**src/rtl/trig_pkg.sv**
```systemverilog
package trig_pkg;
  localparam int CH_N     = 4;
  localparam int SMP_W    = 16;
  localparam int DLY_W    = 32;
  localparam int REG_W    = 32;
  localparam int ADDR_W   = 2;
  localparam int CH_SEL_W = $clog2(CH_N);
  localparam int PAD_W    = REG_W - SMP_W - CH_SEL_W - 4;

  localparam logic [ADDR_W-1:0] A_CFG = 2'd0;
  localparam logic [ADDR_W-1:0] A_DLY = 2'd1;
  localparam logic [ADDR_W-1:0] A_SW  = 2'd2;

  typedef struct packed {
    logic [SMP_W-1:0]    thr;
    logic [CH_SEL_W-1:0] ch;
    logic                sw_en;
    logic                hw_en;
    logic                pol;
    logic                src;
  } trig_cfg_t;
endpackage

```
**src/rtl/trig_regs.sv**
```systemverilog
module trig_regs
  import trig_pkg::*;
#(
  parameter int AW = ADDR_W,
  parameter int DW = REG_W,
  parameter int DLW = DLY_W
) (
  input  logic          clk_i,
  input  logic          rst_ni,
  input  logic          we_i,
  input  logic [AW-1:0] addr_i,
  input  logic [DW-1:0] wdata_i,
  output trig_cfg_t     cfg_o,
  output logic [DLW-1:0] dly_o,
  output logic          sw_stb_o,
  output logic [DW-1:0] rdata_o
);
  localparam int CH_LSB = 4;

  trig_cfg_t      cfg_q;
  logic [DLW-1:0] dly_q;
  logic           unused_wbits;

  assign unused_wbits = ^wdata_i[DW-SMP_W-1:CH_LSB+CH_SEL_W];

  always_ff @(posedge clk_i or negedge rst_ni) begin
    if (!rst_ni) begin
      cfg_q <= '0;
      dly_q <= '0;
    end else if (we_i) begin
      if (addr_i == A_CFG) begin
        cfg_q.thr   <= wdata_i[DW-1 -: SMP_W];
        cfg_q.ch    <= wdata_i[CH_LSB +: CH_SEL_W];
        cfg_q.sw_en <= wdata_i[3];
        cfg_q.hw_en <= wdata_i[2];
        cfg_q.pol   <= wdata_i[1];
        cfg_q.src   <= wdata_i[0];
      end else if (addr_i == A_DLY) begin
        dly_q <= wdata_i[DLW-1:0];
      end
    end
  end

  always_comb begin
    rdata_o = '0;
    case (addr_i)
      A_CFG:   rdata_o = {cfg_q.thr, {PAD_W{1'b0}}, cfg_q.ch,
                          cfg_q.sw_en, cfg_q.hw_en, cfg_q.pol, cfg_q.src};
      A_DLY:   rdata_o = DW'(dly_q);
      default: rdata_o = '0;
    endcase
  end

  assign cfg_o    = cfg_q;
  assign dly_o    = dly_q;
  assign sw_stb_o = we_i && (addr_i == A_SW);
endmodule

```
**src/rtl/trig_ext_det.sv**
```systemverilog
module trig_ext_det (
  input  logic clk_i,
  input  logic rst_ni,
  input  logic ext_i,
  input  logic pol_i,
  output logic evt_o
);
  logic s1_q, s2_q, s3_q;

  always_ff @(posedge clk_i or negedge rst_ni) begin
    if (!rst_ni) begin
      s1_q <= 1'b0;
      s2_q <= 1'b0;
      s3_q <= 1'b0;
    end else begin
      s1_q <= ext_i;
      s2_q <= s1_q;
      s3_q <= s2_q;
    end
  end

  assign evt_o = pol_i ? (~s2_q & s3_q) : (s2_q & ~s3_q);
endmodule

```
**src/rtl/trig_lvl_det.sv**
```systemverilog
module trig_lvl_det
  import trig_pkg::*;
#(
  parameter int N  = CH_N,
  parameter int W  = SMP_W,
  parameter int SW = CH_SEL_W
) (
  input  logic          clk_i,
  input  logic          rst_ni,
  input  logic          valid_i,
  input  logic [N*W-1:0] smp_i,
  input  logic [SW-1:0] ch_i,
  input  logic [W-1:0]  thr_i,
  input  logic          pol_i,
  output logic          evt_o
);
  logic [N-1:0][W-1:0] cur;
  logic [N-1:0][W-1:0] prev_q;
  logic                primed_q;
  logic [W-1:0]        c_new, c_old;

  for (genvar g = 0; g < N; g++) begin : g_unpack
    assign cur[g] = smp_i[g*W +: W];
  end

  always_ff @(posedge clk_i or negedge rst_ni) begin
    if (!rst_ni) begin
      prev_q   <= '0;
      primed_q <= 1'b0;
    end else if (valid_i) begin
      prev_q   <= cur;
      primed_q <= 1'b1;
    end
  end

  assign c_new = cur[ch_i];
  assign c_old = prev_q[ch_i];

  // crossing between consecutive valid samples of the selected channel
  assign evt_o = valid_i && primed_q &&
                 (pol_i ? ((c_old >= thr_i) && (c_new < thr_i))
                        : ((c_old < thr_i) && (c_new >= thr_i)));
endmodule

```
**src/rtl/trig_delay.sv**
```systemverilog
module trig_delay #(
  parameter int DLW = trig_pkg::DLY_W
) (
  input  logic           clk_i,
  input  logic           rst_ni,
  input  logic           evt_i,
  input  logic [DLW-1:0] dly_i,
  output logic           trig_o,
  output logic           busy_o
);
  logic [DLW-1:0] cnt_q;
  logic           busy_q, trig_q;

  always_ff @(posedge clk_i or negedge rst_ni) begin
    if (!rst_ni) begin
      cnt_q  <= '0;
      busy_q <= 1'b0;
      trig_q <= 1'b0;
    end else begin
      trig_q <= 1'b0;
      if (busy_q) begin
        cnt_q <= cnt_q - DLW'(1);
        if (cnt_q == DLW'(1)) begin
          busy_q <= 1'b0;
          trig_q <= 1'b1;
        end
      end else if (evt_i) begin
        if (dly_i == '0) trig_q <= 1'b1;
        else begin
          busy_q <= 1'b1;
          cnt_q  <= dly_i;
        end
      end
    end
  end

  assign trig_o = trig_q;
  assign busy_o = busy_q;
endmodule

```
**src/rtl/trig_unit.sv**
```systemverilog
module trig_unit
  import trig_pkg::*;
(
  input  logic                   clk_i,
  input  logic                   rst_ni,
  input  logic                   ext_trig_i,
  input  logic                   smp_valid_i,
  input  logic [CH_N*SMP_W-1:0]  smp_i,
  input  logic                   reg_we_i,
  input  logic [ADDR_W-1:0]      reg_addr_i,
  input  logic [REG_W-1:0]       reg_wdata_i,
  output logic [REG_W-1:0]       reg_rdata_o,
  output logic                   trig_o,
  output logic                   busy_o
);
  trig_cfg_t        cfg;
  logic [DLY_W-1:0] dly;
  logic             sw_stb, ext_evt, lvl_evt, hw_evt, evt;

  trig_regs i_regs (
    .clk_i, .rst_ni,
    .we_i    (reg_we_i),
    .addr_i  (reg_addr_i),
    .wdata_i (reg_wdata_i),
    .cfg_o   (cfg),
    .dly_o   (dly),
    .sw_stb_o(sw_stb),
    .rdata_o (reg_rdata_o)
  );

  trig_ext_det i_ext (
    .clk_i, .rst_ni,
    .ext_i (ext_trig_i),
    .pol_i (cfg.pol),
    .evt_o (ext_evt)
  );

  trig_lvl_det i_lvl (
    .clk_i, .rst_ni,
    .valid_i (smp_valid_i),
    .smp_i   (smp_i),
    .ch_i    (cfg.ch),
    .thr_i   (cfg.thr),
    .pol_i   (cfg.pol),
    .evt_o   (lvl_evt)
  );

  assign hw_evt = cfg.src ? lvl_evt : ext_evt;
  assign evt    = (cfg.hw_en && hw_evt) || (cfg.sw_en && sw_stb);

  trig_delay i_dly (
    .clk_i, .rst_ni,
    .evt_i  (evt),
    .dly_i  (dly),
    .trig_o (trig_o),
    .busy_o (busy_o)
  );
endmodule

```
**config.mk**
```make
export PLATFORM = sky130hd
export DESIGN_NAME = trig_unit
export DESIGN_NICKNAME = d
export VERILOG_FILES = /design/src/rtl/trig_pkg.sv /design/src/rtl/trig_regs.sv /design/src/rtl/trig_ext_det.sv /design/src/rtl/trig_lvl_det.sv /design/src/rtl/trig_delay.sv /design/src/rtl/trig_unit.sv
export SDC_FILE = /design/constraint.sdc
export NUM_CORES = 1
export LEC_CHECK = 0
export BUFFER_PORTS_ARGS = -buffer_cell sky130_fd_sc_hd__buf_4
export CELL_PAD_IN_SITES_DETAIL_PLACEMENT = 1
export CELL_PAD_IN_SITES_GLOBAL_PLACEMENT = 1
export CORE_MARGIN = 5
export CORE_UTILIZATION = 50
export CTS_BUF_LIST = sky130_fd_sc_hd__clkbuf_4 sky130_fd_sc_hd__clkbuf_8
export DETAILED_ROUTE_END_ITERATION = 6
export PLACE_DENSITY_LB_ADDON = 0.15
export SETUP_SLACK_MARGIN = 0.2
export SYNTH_ARGS = -nofsm -noshare
export SYNTH_HDL_FRONTEND = slang
export SYNTH_SLANG_ARGS = --single-unit
```
**constraint.sdc**
```tcl
create_clock -name clk_i -period 10.6 [get_ports clk_i]
set_input_delay 0.53 -clock clk_i [delete_from_list [all_inputs] [get_ports clk_i]]
set_output_delay 0.53 -clock clk_i [all_outputs]
set_load 0.05 [all_outputs]
```
==> run_summary.xml, run 1 <==
<?xml version="1.0" encoding="UTF-8"?>
<metrics>
  <group name="logic_synthesis">
    <metric name="synth_top_cells_by_count" unit="">156 x sky130_fd_sc_hd__dfrtp_1, 103 x sky130_fd_sc_hd__mux2_2, 63 x sky130_fd_sc_hd__nand2_1</metric>
    <metric name="mean_syn_cell_area" unit="µm²">11.1</metric>
    <metric name="yosys.area.top_type_share" unit="%">45.3</metric>
    <metric name="ys_async_sr_fraction" unit="%">100</metric>
    <metric name="yosysWarningCount" unit="">0</metric>
    <metric name="synth.cell_area" unit="µm²">8630</metric>
    <metric name="synth.ff_latch_count" unit="">156</metric>
    <metric name="synth_edf_count" unit="">0</metric>
    <metric name="synth_cell_types" unit="">50</metric>
    <metric name="syn_inst" unit="">779</metric>
    <metric name="synth.area.top_cells" unit="">sky130_fd_sc_hd__dfrtp_1 45%, sky130_fd_sc_hd__mux2_2 13%, sky130_fd_sc_hd__mux4_2 8.4%</metric>
    <metric name="synth.net_count" unit="">916</metric>
    <metric name="synth_seq_area_share" unit="%">45.3</metric>
    <metric name="flip_flop_cell_with_the_highest_count_after_synthesis" unit="">sky130_fd_sc_hd__dfrtp_1</metric>
    <metric name="synthDominantAreaCellType" unit="">sky130_fd_sc_hd__dfrtp_1</metric>
    <metric name="synthMostInstantiatedCell" unit="">sky130_fd_sc_hd__dfrtp_1</metric>
  </group>
  <group name="detailed_routing">
    <metric name="wl" unit="mm">24.6</metric>
    <metric name="route.detailed.drc" unit="">0</metric>
    <metric name="final_antenna_net_count" unit="">0</metric>
    <metric name="vias" unit="">6683</metric>
    <metric name="drt-pass1-iter-count" unit="">4</metric>
    <metric name="wl_per_cell" unit="µm">21.7</metric>
    <metric name="dr.first_iter.drc_count" unit="">339</metric>
    <metric name="viasPerCell" unit="">5.89</metric>
  </group>
  <group name="placed_design">
    <metric name="dpl.hpwl" unit="mm">17.8</metric>
    <metric name="detailedPlace.worstSlack" unit="ns">6.18</metric>
    <metric name="detailed_place.area" unit="µm²">9800</metric>
    <metric name="globalplace.congestion" unit="">0.840</metric>
    <metric name="place_inst" unit="">1102</metric>
    <metric name="port-buffer-count" unit="">136</metric>
  </group>
  <group name="timing">
    <metric name="max_freq" unit="MHz">226</metric>
    <metric name="postLayoutSetupSlackWorst" unit="ns">6.17</metric>
    <metric name="drv_slew" unit="">0</metric>
    <metric name="setup_total_negative_slack" unit="ns">0</metric>
    <metric name="timing.final.setup_violations" unit="">0</metric>
    <metric name="final_hold_viol_count" unit="">0</metric>
    <metric name="share_of_the_clock_period_used_by_the_worst_path_after_layout" unit="%">41.8</metric>
    <metric name="timing.max_slew.rel_slack" unit="%">36.5</metric>
    <metric name="skew" unit="ns">0.0276</metric>
    <metric name="timing.final.crit_period" unit="ns">4.43</metric>
    <metric name="worst_pin_slew" unit="ns">0.953</metric>
    <metric name="grt_setup_unrepaired" unit="">false</metric>
    <metric name="hold_ws" unit="ns">0.109</metric>
  </group>
  <group name="global_routing">
    <metric name="grt_max_degree" unit="">85</metric>
    <metric name="global_route.overflow_total" unit="">0</metric>
    <metric name="initial_antenna_violation_count" unit="">1</metric>
    <metric name="grt_use_total" unit="%">25.5</metric>
    <metric name="first_global_vias" unit="">7457</metric>
    <metric name="grt_pass1_wl" unit="mm">40.0</metric>
  </group>
  <group name="critical_path">
    <metric name="timing.critical_path.buf_inv" unit="">2</metric>
    <metric name="timing.critical_path.slowest_stage_cell" unit="">sky130_fd_sc_hd__mux4_2</metric>
    <metric name="timing_worst_setup_path_type" unit="">register to register</metric>
    <metric name="critPathLaunchType" unit="">register</metric>
    <metric name="worstSetupEndpointType" unit="">register</metric>
    <metric name="critical-path-top-delay-family" unit="">simple AND/OR/NAND/NOR gates</metric>
    <metric name="worst-path-max-fanout" unit="">43</metric>
    <metric name="worst-endpoint-arrival" unit="ns">4.81</metric>
    <metric name="critical_path_cell_sequence" unit="">buf_4 &gt; mux4_2 &gt; ha_1 &gt; nand4_1 &gt; or4_1 &gt; or4_1 &gt; and3_1 &gt; o211ai_2 &gt; o21a_1 &gt; buf_4 &gt; nand2_1 &gt; a22o_1</metric>
    <metric name="critical-path-max-stage-delay" unit="ns">0.59</metric>
    <metric name="required" unit="ns">10.97</metric>
  </group>
  <group name="power_and_ir_drop">
    <metric name="pwr-share-seq" unit="%">43.2</metric>
    <metric name="power_leakage" unit="nW">4.57</metric>
    <metric name="power_switching_share" unit="%">35.3</metric>
    <metric name="total_power" unit="mW">1.66</metric>
    <metric name="switching_power" unit="µW">587</metric>
    <metric name="internal-power" unit="mW">1.07</metric>
    <metric name="vdd_drop_max" unit="µV">85.8</metric>
    <metric name="power.share.clock" unit="%">29.0</metric>
    <metric name="p_per_area" unit="nW/µm²">162</metric>
    <metric name="share_comb_of_total_power" unit="%">27.8</metric>
  </group>
  <group name="clock_network">
    <metric name="htree_levels" unit="">4</metric>
    <metric name="cts-buffers-inserted" unit="">17</metric>
    <metric name="clock_sink_count" unit="">156</metric>
    <metric name="clock_tree_from_tritoncts" unit="">yes</metric>
    <metric name="cts_resized" unit="">0</metric>
    <metric name="post_cts.repair.setup_buffers" unit="">0</metric>
    <metric name="worst_setup_hold_path_clk_slew" unit="ns">0.10</metric>
    <metric name="post_cts_hold_buffer_count" unit="">0</metric>
    <metric name="clock_latency_of_the_later_clocked_register_in_the_worst_skew_pair" unit="ns">0.49</metric>
    <metric name="clockRootBuffer" unit="">sky130_fd_sc_hd__clkbuf_8</metric>
    <metric name="cts_max_path_buffers" unit="">2</metric>
  </group>
  <group name="min_path">
    <metric name="worst_hold_path_type" unit="">input port to asynchronous set/reset pin</metric>
  </group>
  <group name="die">
    <metric name="design.portCount" unit="">137</metric>
    <metric name="floorplan.core_area" unit="µm²">17100</metric>
    <metric name="die_y" unit="µm">141</metric>
    <metric name="design.die.area" unit="µm²">20000</metric>
    <metric name="die-width" unit="µm">141</metric>
    <metric name="initial_utilization" unit="%">50.4</metric>
    <metric name="fp-row-count" unit="">48</metric>
  </group>
  <group name="flow_run">
    <metric name="drv_cap" unit="">0</metric>
  </group>
  <group name="layout">
    <metric name="nFillCells" unit="">1832</metric>
    <metric name="finish.utilization" unit="%">59.7</metric>
    <metric name="num-nets-final" unit="">1033</metric>
    <metric name="antenna-diode-count" unit="">0</metric>
    <metric name="final_layout_size_suffix_gt1_share" unit="%">35.1</metric>
    <metric name="final-instance-count-excl-fill" unit="">1134</metric>
    <metric name="area_growth" unit="%">18.6</metric>
    <metric name="finalInstanceArea" unit="µm²">10200</metric>
  </group>
  <group name="status">
    <metric name="status" unit="">completed</metric>
  </group>
</metrics>
layout by cell type (no fill, tap or decap), drive strengths merged, types with 2 or more instances in the layout:
cell type	instances
dfrtp	156
o22ai	10
a211oi	3
and3	5
or3	5
or4	4
nor2	50
mux2i	26
nor2b	5
o21ai	53
o21a	2
nand4	9
o21bai	2
ha	34
nor3	18
and4	2
a31oi	4
and2	12
clkbuf	17
a311oi	2
inv	32
a21oi	56
nor3b	2
nand2	63
o31a	4
buf	144
a211o	2
mux2	103
a21o	2
o211ai	2
nand3	13
or2	2
nor4	11
nand2b	8
mux4	32
clkinv	4
registers in the layout (all words and copies together), names as in the netlist:
signal          flops
i_regs.dly_o       32
i_dly.busy_o        1
i_dly.cnt_q        32
i_regs.cfg_o       22
i_ext.s3_q          1
i_dly.trig_o        1
i_lvl.primed_q      1
i_ext.s2_q          1
i_lvl.prev_q       64
i_ext.s1_q          1
power groups by stage:
stage | logic [mW] | registers (mW) | clock network, mW
5_1_grt | 0.501 | 0.726 | 0.523
3_5_place_dp | 0.457 | 0.728 | 0
2_1_floorplan | 0.314 | 0.700 | 0
6_report | 0.462 | 0.717 | 0.482
3_3_place_gp | 0.437 | 0.722 | 0
4_1_cts | 0.466 | 0.717 | 0.490
metal layers:
metal  track usage (%)  wire (µm)  vias to the layer above  share of wire, %
met1              32.6      10200                     3402                41
met5                 0          0                        -                 0
li1                  -          -                     3093                 -
met2              44.4      12900                      155                52
met4              7.29        468                        0               1.9
met3              4.68       1070                       33               4.4
worst paths after layout:
check                                        end            start  slack, ns  depth (start not counted)
worst max-delay path             i_dly.cnt_q[21]  i_regs.cfg_o[4]       6.17                         12
worst min-delay path            i_regs.dly_o[15]           rst_ni       0.11                          1
worst max register to register   i_dly.cnt_q[21]  i_regs.cfg_o[4]       6.17                         12
worst min register to register        i_ext.s2_q       i_ext.s1_q       0.40                          0
max in group asynchronous        i_regs.cfg_o[4]           rst_ni       8.95                          2
min in group clk_i                    i_ext.s1_q       ext_trig_i       0.15                          1
layout make-up:
class | instances | area, µm² | share of cell area, %
multi-input cells | 555 | 4450 | 43.5
flip-flops and latches | 156 | 3910 | 38.2
repair buffers | 144 | 1080 | 10.6
well taps | 225 | 282 | 2.75
clock buffers | 17 | 234 | 2.29
clock inverters | 15 | 190 | 1.86
inverters | 22 | 82.6 | 0.808
kinds of logic (layout without fill, tap and decap cells):
kind of cell	after synthesis	after routing	share of synthesized area [%]
buf+inv	68	198	3.25
flops	156	156	45.3
simple gates	212	212	12.0
compound gates	148	148	9.76
fa+ha+maj	34	34	4.93
mux	161	161	24.8
Power figures use the tool's default switching activity.
==> run 2, diff against run 1 <==
Settings changed: ABC_AREA set to 1, CORE_UTILIZATION 50 to 43.
Clock period 10.6 ns to 4.5 ns, I/O delays scaled along.
==> run_summary.xml, run 2 <==
<?xml version="1.0" encoding="UTF-8"?>
<metrics>
  <group name="logic_synthesis">
    <metric name="synth_top_cells_by_count" unit="">402 x sky130_fd_sc_hd__nand2_1, 156 x sky130_fd_sc_hd__dfrtp_1, 153 x sky130_fd_sc_hd__o21ai_0</metric>
    <metric name="yosys.area.top_type_share" unit="%">43.2</metric>
    <metric name="synth_edf_count" unit="">0</metric>
    <metric name="synth.area.top_cells" unit="">sky130_fd_sc_hd__dfrtp_1 43%, sky130_fd_sc_hd__nand2_1 17%, sky130_fd_sc_hd__o21ai_0 8.5%</metric>
    <metric name="yosysWarningCount" unit="">0</metric>
    <metric name="synth.ff_latch_count" unit="">156</metric>
    <metric name="ys_async_sr_fraction" unit="%">100</metric>
    <metric name="synth_cell_types" unit="">38</metric>
    <metric name="synthMostInstantiatedCell" unit="">sky130_fd_sc_hd__nand2_1</metric>
    <metric name="flip_flop_cell_with_the_highest_count_after_synthesis" unit="">sky130_fd_sc_hd__dfrtp_1</metric>
    <metric name="synth.net_count" unit="">1392</metric>
    <metric name="synth_seq_area_share" unit="%">43.2</metric>
    <metric name="mean_syn_cell_area" unit="µm²">7.20</metric>
    <metric name="syn_inst" unit="">1255</metric>
    <metric name="synthDominantAreaCellType" unit="">sky130_fd_sc_hd__dfrtp_1</metric>
    <metric name="synth.cell_area" unit="µm²">9030</metric>
  </group>
  <group name="critical_path">
    <metric name="critPathLaunchType" unit="">register</metric>
    <metric name="required" unit="ns">4.92</metric>
    <metric name="crit-reg2reg-capture" unit="">i_dly.cnt_q[5]</metric>
    <metric name="worst-endpoint-arrival" unit="ns">4.29</metric>
    <metric name="timing.reg2reg.setup_slack" unit="ns">0.62</metric>
    <metric name="worst_r2r_path_depth" unit="">20</metric>
    <metric name="startpoint" unit="">i_regs.cfg_o[4]</metric>
    <metric name="worstSetupEndpointType" unit="">register</metric>
    <metric name="timing_worst_setup_path_type" unit="">register to register</metric>
    <metric name="critPathCapture" unit="">i_dly.cnt_q[5]</metric>
    <metric name="rr_startpoint" unit="">i_regs.cfg_o[4]</metric>
    <metric name="worst-path-max-fanout" unit="">33</metric>
  </group>
  <group name="power_and_ir_drop">
    <metric name="total_power" unit="mW">4.90</metric>
    <metric name="power_leakage" unit="nW">5.83</metric>
    <metric name="vdd_drop_max" unit="µV">205</metric>
    <metric name="p_per_area" unit="nW/µm²">431</metric>
  </group>
  <group name="min_path">
    <metric name="worst_hold_path_type" unit="">input port to register</metric>
  </group>
  <group name="timing">
    <metric name="share_of_the_clock_period_used_by_the_worst_path_after_layout" unit="%">86.2</metric>
    <metric name="setup_total_negative_slack" unit="ns">0</metric>
    <metric name="timing.final.setup_violations" unit="">0</metric>
    <metric name="timing.final.crit_period" unit="ns">3.88</metric>
    <metric name="grt_setup_unrepaired" unit="">false</metric>
    <metric name="drv_slew" unit="">0</metric>
    <metric name="worst_pin_slew" unit="ns">1.12</metric>
    <metric name="max_freq" unit="MHz">258</metric>
    <metric name="skew" unit="ns">0.0146</metric>
    <metric name="timing.max_slew.rel_slack" unit="%">25.5</metric>
    <metric name="final_hold_viol_count" unit="">0</metric>
  </group>
  <group name="clock_network">
    <metric name="worst_setup_hold_path_clk_slew" unit="ns">0.10</metric>
    <metric name="cts_max_path_buffers" unit="">2</metric>
    <metric name="clock_latency_of_the_later_clocked_register_in_the_worst_skew_pair" unit="ns">0.48</metric>
    <metric name="htree_levels" unit="">4</metric>
    <metric name="clock_sink_count" unit="">156</metric>
    <metric name="cts_resized" unit="">0</metric>
    <metric name="clockRootBuffer" unit="">sky130_fd_sc_hd__clkbuf_8</metric>
    <metric name="cts-buffers-inserted" unit="">17</metric>
    <metric name="clock_tree_from_tritoncts" unit="">yes</metric>
  </group>
  <group name="layout">
    <metric name="num-nets-final" unit="">1569</metric>
    <metric name="mostFrequentLayoutCell" unit="">sky130_fd_sc_hd__nand2_1</metric>
    <metric name="layout_common_cells" unit="">401 x sky130_fd_sc_hd__nand2_1, 155 x sky130_fd_sc_hd__dfrtp_1, 153 x sky130_fd_sc_hd__o21ai_0, 147 x sky130_fd_sc_hd__buf_4, 142 x sky130_fd_sc_hd__nor2_1</metric>
    <metric name="nFillCells" unit="">2697</metric>
    <metric name="area_growth" unit="%">25.8</metric>
    <metric name="largest_register" unit="">i_lvl.prev_q</metric>
    <metric name="largest_register_ffs" unit="">64</metric>
    <metric name="antenna-diode-count" unit="">0</metric>
    <metric name="final_layout_size_suffix_gt1_share" unit="%">14.3</metric>
  </group>
  <group name="die">
    <metric name="floorplan.core_area" unit="µm²">20800</metric>
    <metric name="design.die.area" unit="µm²">24000</metric>
    <metric name="design.portCount" unit="">137</metric>
    <metric name="die-width" unit="µm">155</metric>
    <metric name="fp-row-count" unit="">53</metric>
    <metric name="die_y" unit="µm">155</metric>
    <metric name="initial_utilization" unit="%">43.4</metric>
  </group>
  <group name="detailed_routing">
    <metric name="route.detailed.drc" unit="">0</metric>
    <metric name="final_antenna_net_count" unit="">0</metric>
    <metric name="dr.first_iter.drc_count" unit="">781</metric>
    <metric name="viasPerCell" unit="">5.38</metric>
    <metric name="vias" unit="">9260</metric>
    <metric name="wl_per_cell" unit="µm">18.4</metric>
    <metric name="wl" unit="mm">31.7</metric>
    <metric name="drt-pass1-iter-count" unit="">7</metric>
  </group>
  <group name="global_routing">
    <metric name="first_global_vias" unit="">9607</metric>
    <metric name="grt_max_degree" unit="">86</metric>
    <metric name="grt_use_total" unit="%">27.0</metric>
    <metric name="initial_antenna_violation_count" unit="">0</metric>
    <metric name="global_route.overflow_total" unit="">0</metric>
    <metric name="grt_pass1_wl" unit="mm">51.6</metric>
  </group>
  <group name="placed_design">
    <metric name="globalplace.congestion" unit="">0.820</metric>
    <metric name="port-buffer-count" unit="">136</metric>
    <metric name="dpl.hpwl" unit="mm">21.7</metric>
  </group>
  <group name="flow_run">
    <metric name="drv_cap" unit="">0</metric>
  </group>
  <group name="status">
    <metric name="status" unit="">completed</metric>
  </group>
</metrics>
-- run 2: cell types whose count changed after synthesis, sizes merged, moves of 39 or more --
cell / change
nand2: +344
mux2: -103
o21ai: +103
nor2: +97
inv: +89
nand3: +39
-- run 2: timing repair --
action / CTS / global route
hold buffers: 73 / 0
hold endpoints to repair: 155 / 0
setup buffers: 0 / 0
-- run 2: report_power, final --
group          leakage [nW]  internal [mW]  switching, mW
clock                 0.209          0.515          0.624
combinational          3.72          0.685           1.12
sequential             1.90           1.67          0.293
-- run 2: worst max-delay path, cell delays in order, from the launching register on --
cell and delay (ns):
sky130_fd_sc_hd__dfrtp_2 0.37, sky130_fd_sc_hd__clkinv_1 0.53, sky130_fd_sc_hd__buf_4 0.45, sky130_fd_sc_hd__o21ai_0 0.24, sky130_fd_sc_hd__o22ai_1 0.14, sky130_fd_sc_hd__ha_1 0.32
sky130_fd_sc_hd__nand2_1 0.07, sky130_fd_sc_hd__nor2_1 0.17, sky130_fd_sc_hd__nand2_1 0.07, sky130_fd_sc_hd__nand2_1 0.06, sky130_fd_sc_hd__nand2_1 0.06, sky130_fd_sc_hd__and2_1 0.14
sky130_fd_sc_hd__nand2_1 0.05, sky130_fd_sc_hd__nand2_1 0.05, sky130_fd_sc_hd__nand3_1 0.09, sky130_fd_sc_hd__nand2_1 0.06, sky130_fd_sc_hd__nand2_1 0.09, sky130_fd_sc_hd__nand3_2 0.08
sky130_fd_sc_hd__nand2_2 0.55, sky130_fd_sc_hd__nand2_1 0.13, sky130_fd_sc_hd__nand2_1 0.10
-- run 2: worst min path at each step --
stage	endpoint	cells after the start	slack [ns]	start
global route	i_lvl.prev_q[14]	3	0.005	smp_i[14]
floorplan	i_dly.busy_o	0	-0.07	rst_ni
CTS	i_regs.dly_o[14]	3	0.001	reg_wdata_i[14]
finish	i_lvl.prev_q[14]	3	0.01	smp_i[14]
global placement	i_ext.s2_q	0	0.33	i_ext.s1_q
detailed placement	i_regs.cfg_o[2]	1	0.34	rst_ni
-- run 2: cell type report --
type	count	area, µm²	area share, %
clock buffers	17	234	2.06
flip-flops and latches	156	3910	34.4
multi-input cells	924	4440	39.1
well taps	275	344	3.03
inverters	112	420	3.70
repair buffers	221	1850	16.2
clock inverters	15	175	1.54
-- run 2: per-layer routing --
| layer | up-vias | GRT usage, % | share of wire, % | wire, µm |
|---|---|---|---|---|
| met3 | 67 | 3.87 | 5.0 | 1600 |
| met4 | 0 | 8.83 | 2.8 | 886 |
| met2 | 265 | 42.5 | 46 | 14600 |
| met5 | - | 0 | 0 | 0 |
| met1 | 4524 | 38.4 | 46 | 14600 |
| li1 | 4404 | - | - | - |
-- run 2: metrics by stage --
step | instance area [µm²] | instances | hold WS, ns | setup slack [ns] | util [%]
finish | 11400 | 1720 | 0.0111 | 0.623 | 54.6
global route | 11400 | 1720 | 0.00532 | 0.203 | 54.6
CTS | 11400 | 1720 | 0.00133 | 0.767 | 54.6
detailed placement | 10200 | 1615 | 0.336 | 0.790 | 49.1
global placement | 10200 | 1615 | 0.333 | 0.892 | 49.1
floorplan | 9030 | 1255 | -0.0706 | 1.81 | -
-- run 2: logic make-up (layout without fill, tap and decap cells) --
kind of cell	after synthesis	in the layout	share of synthesized area (%)
adders and majority gates	34	34	4.71
xor gates and xnor gates	13	13	1.26
buffers and inverters	175	365	7.63
and+or+nand+nor	639	639	29.1
AOI/OAI and AO/OA	238	238	14.1
DFF	156	156	43.2
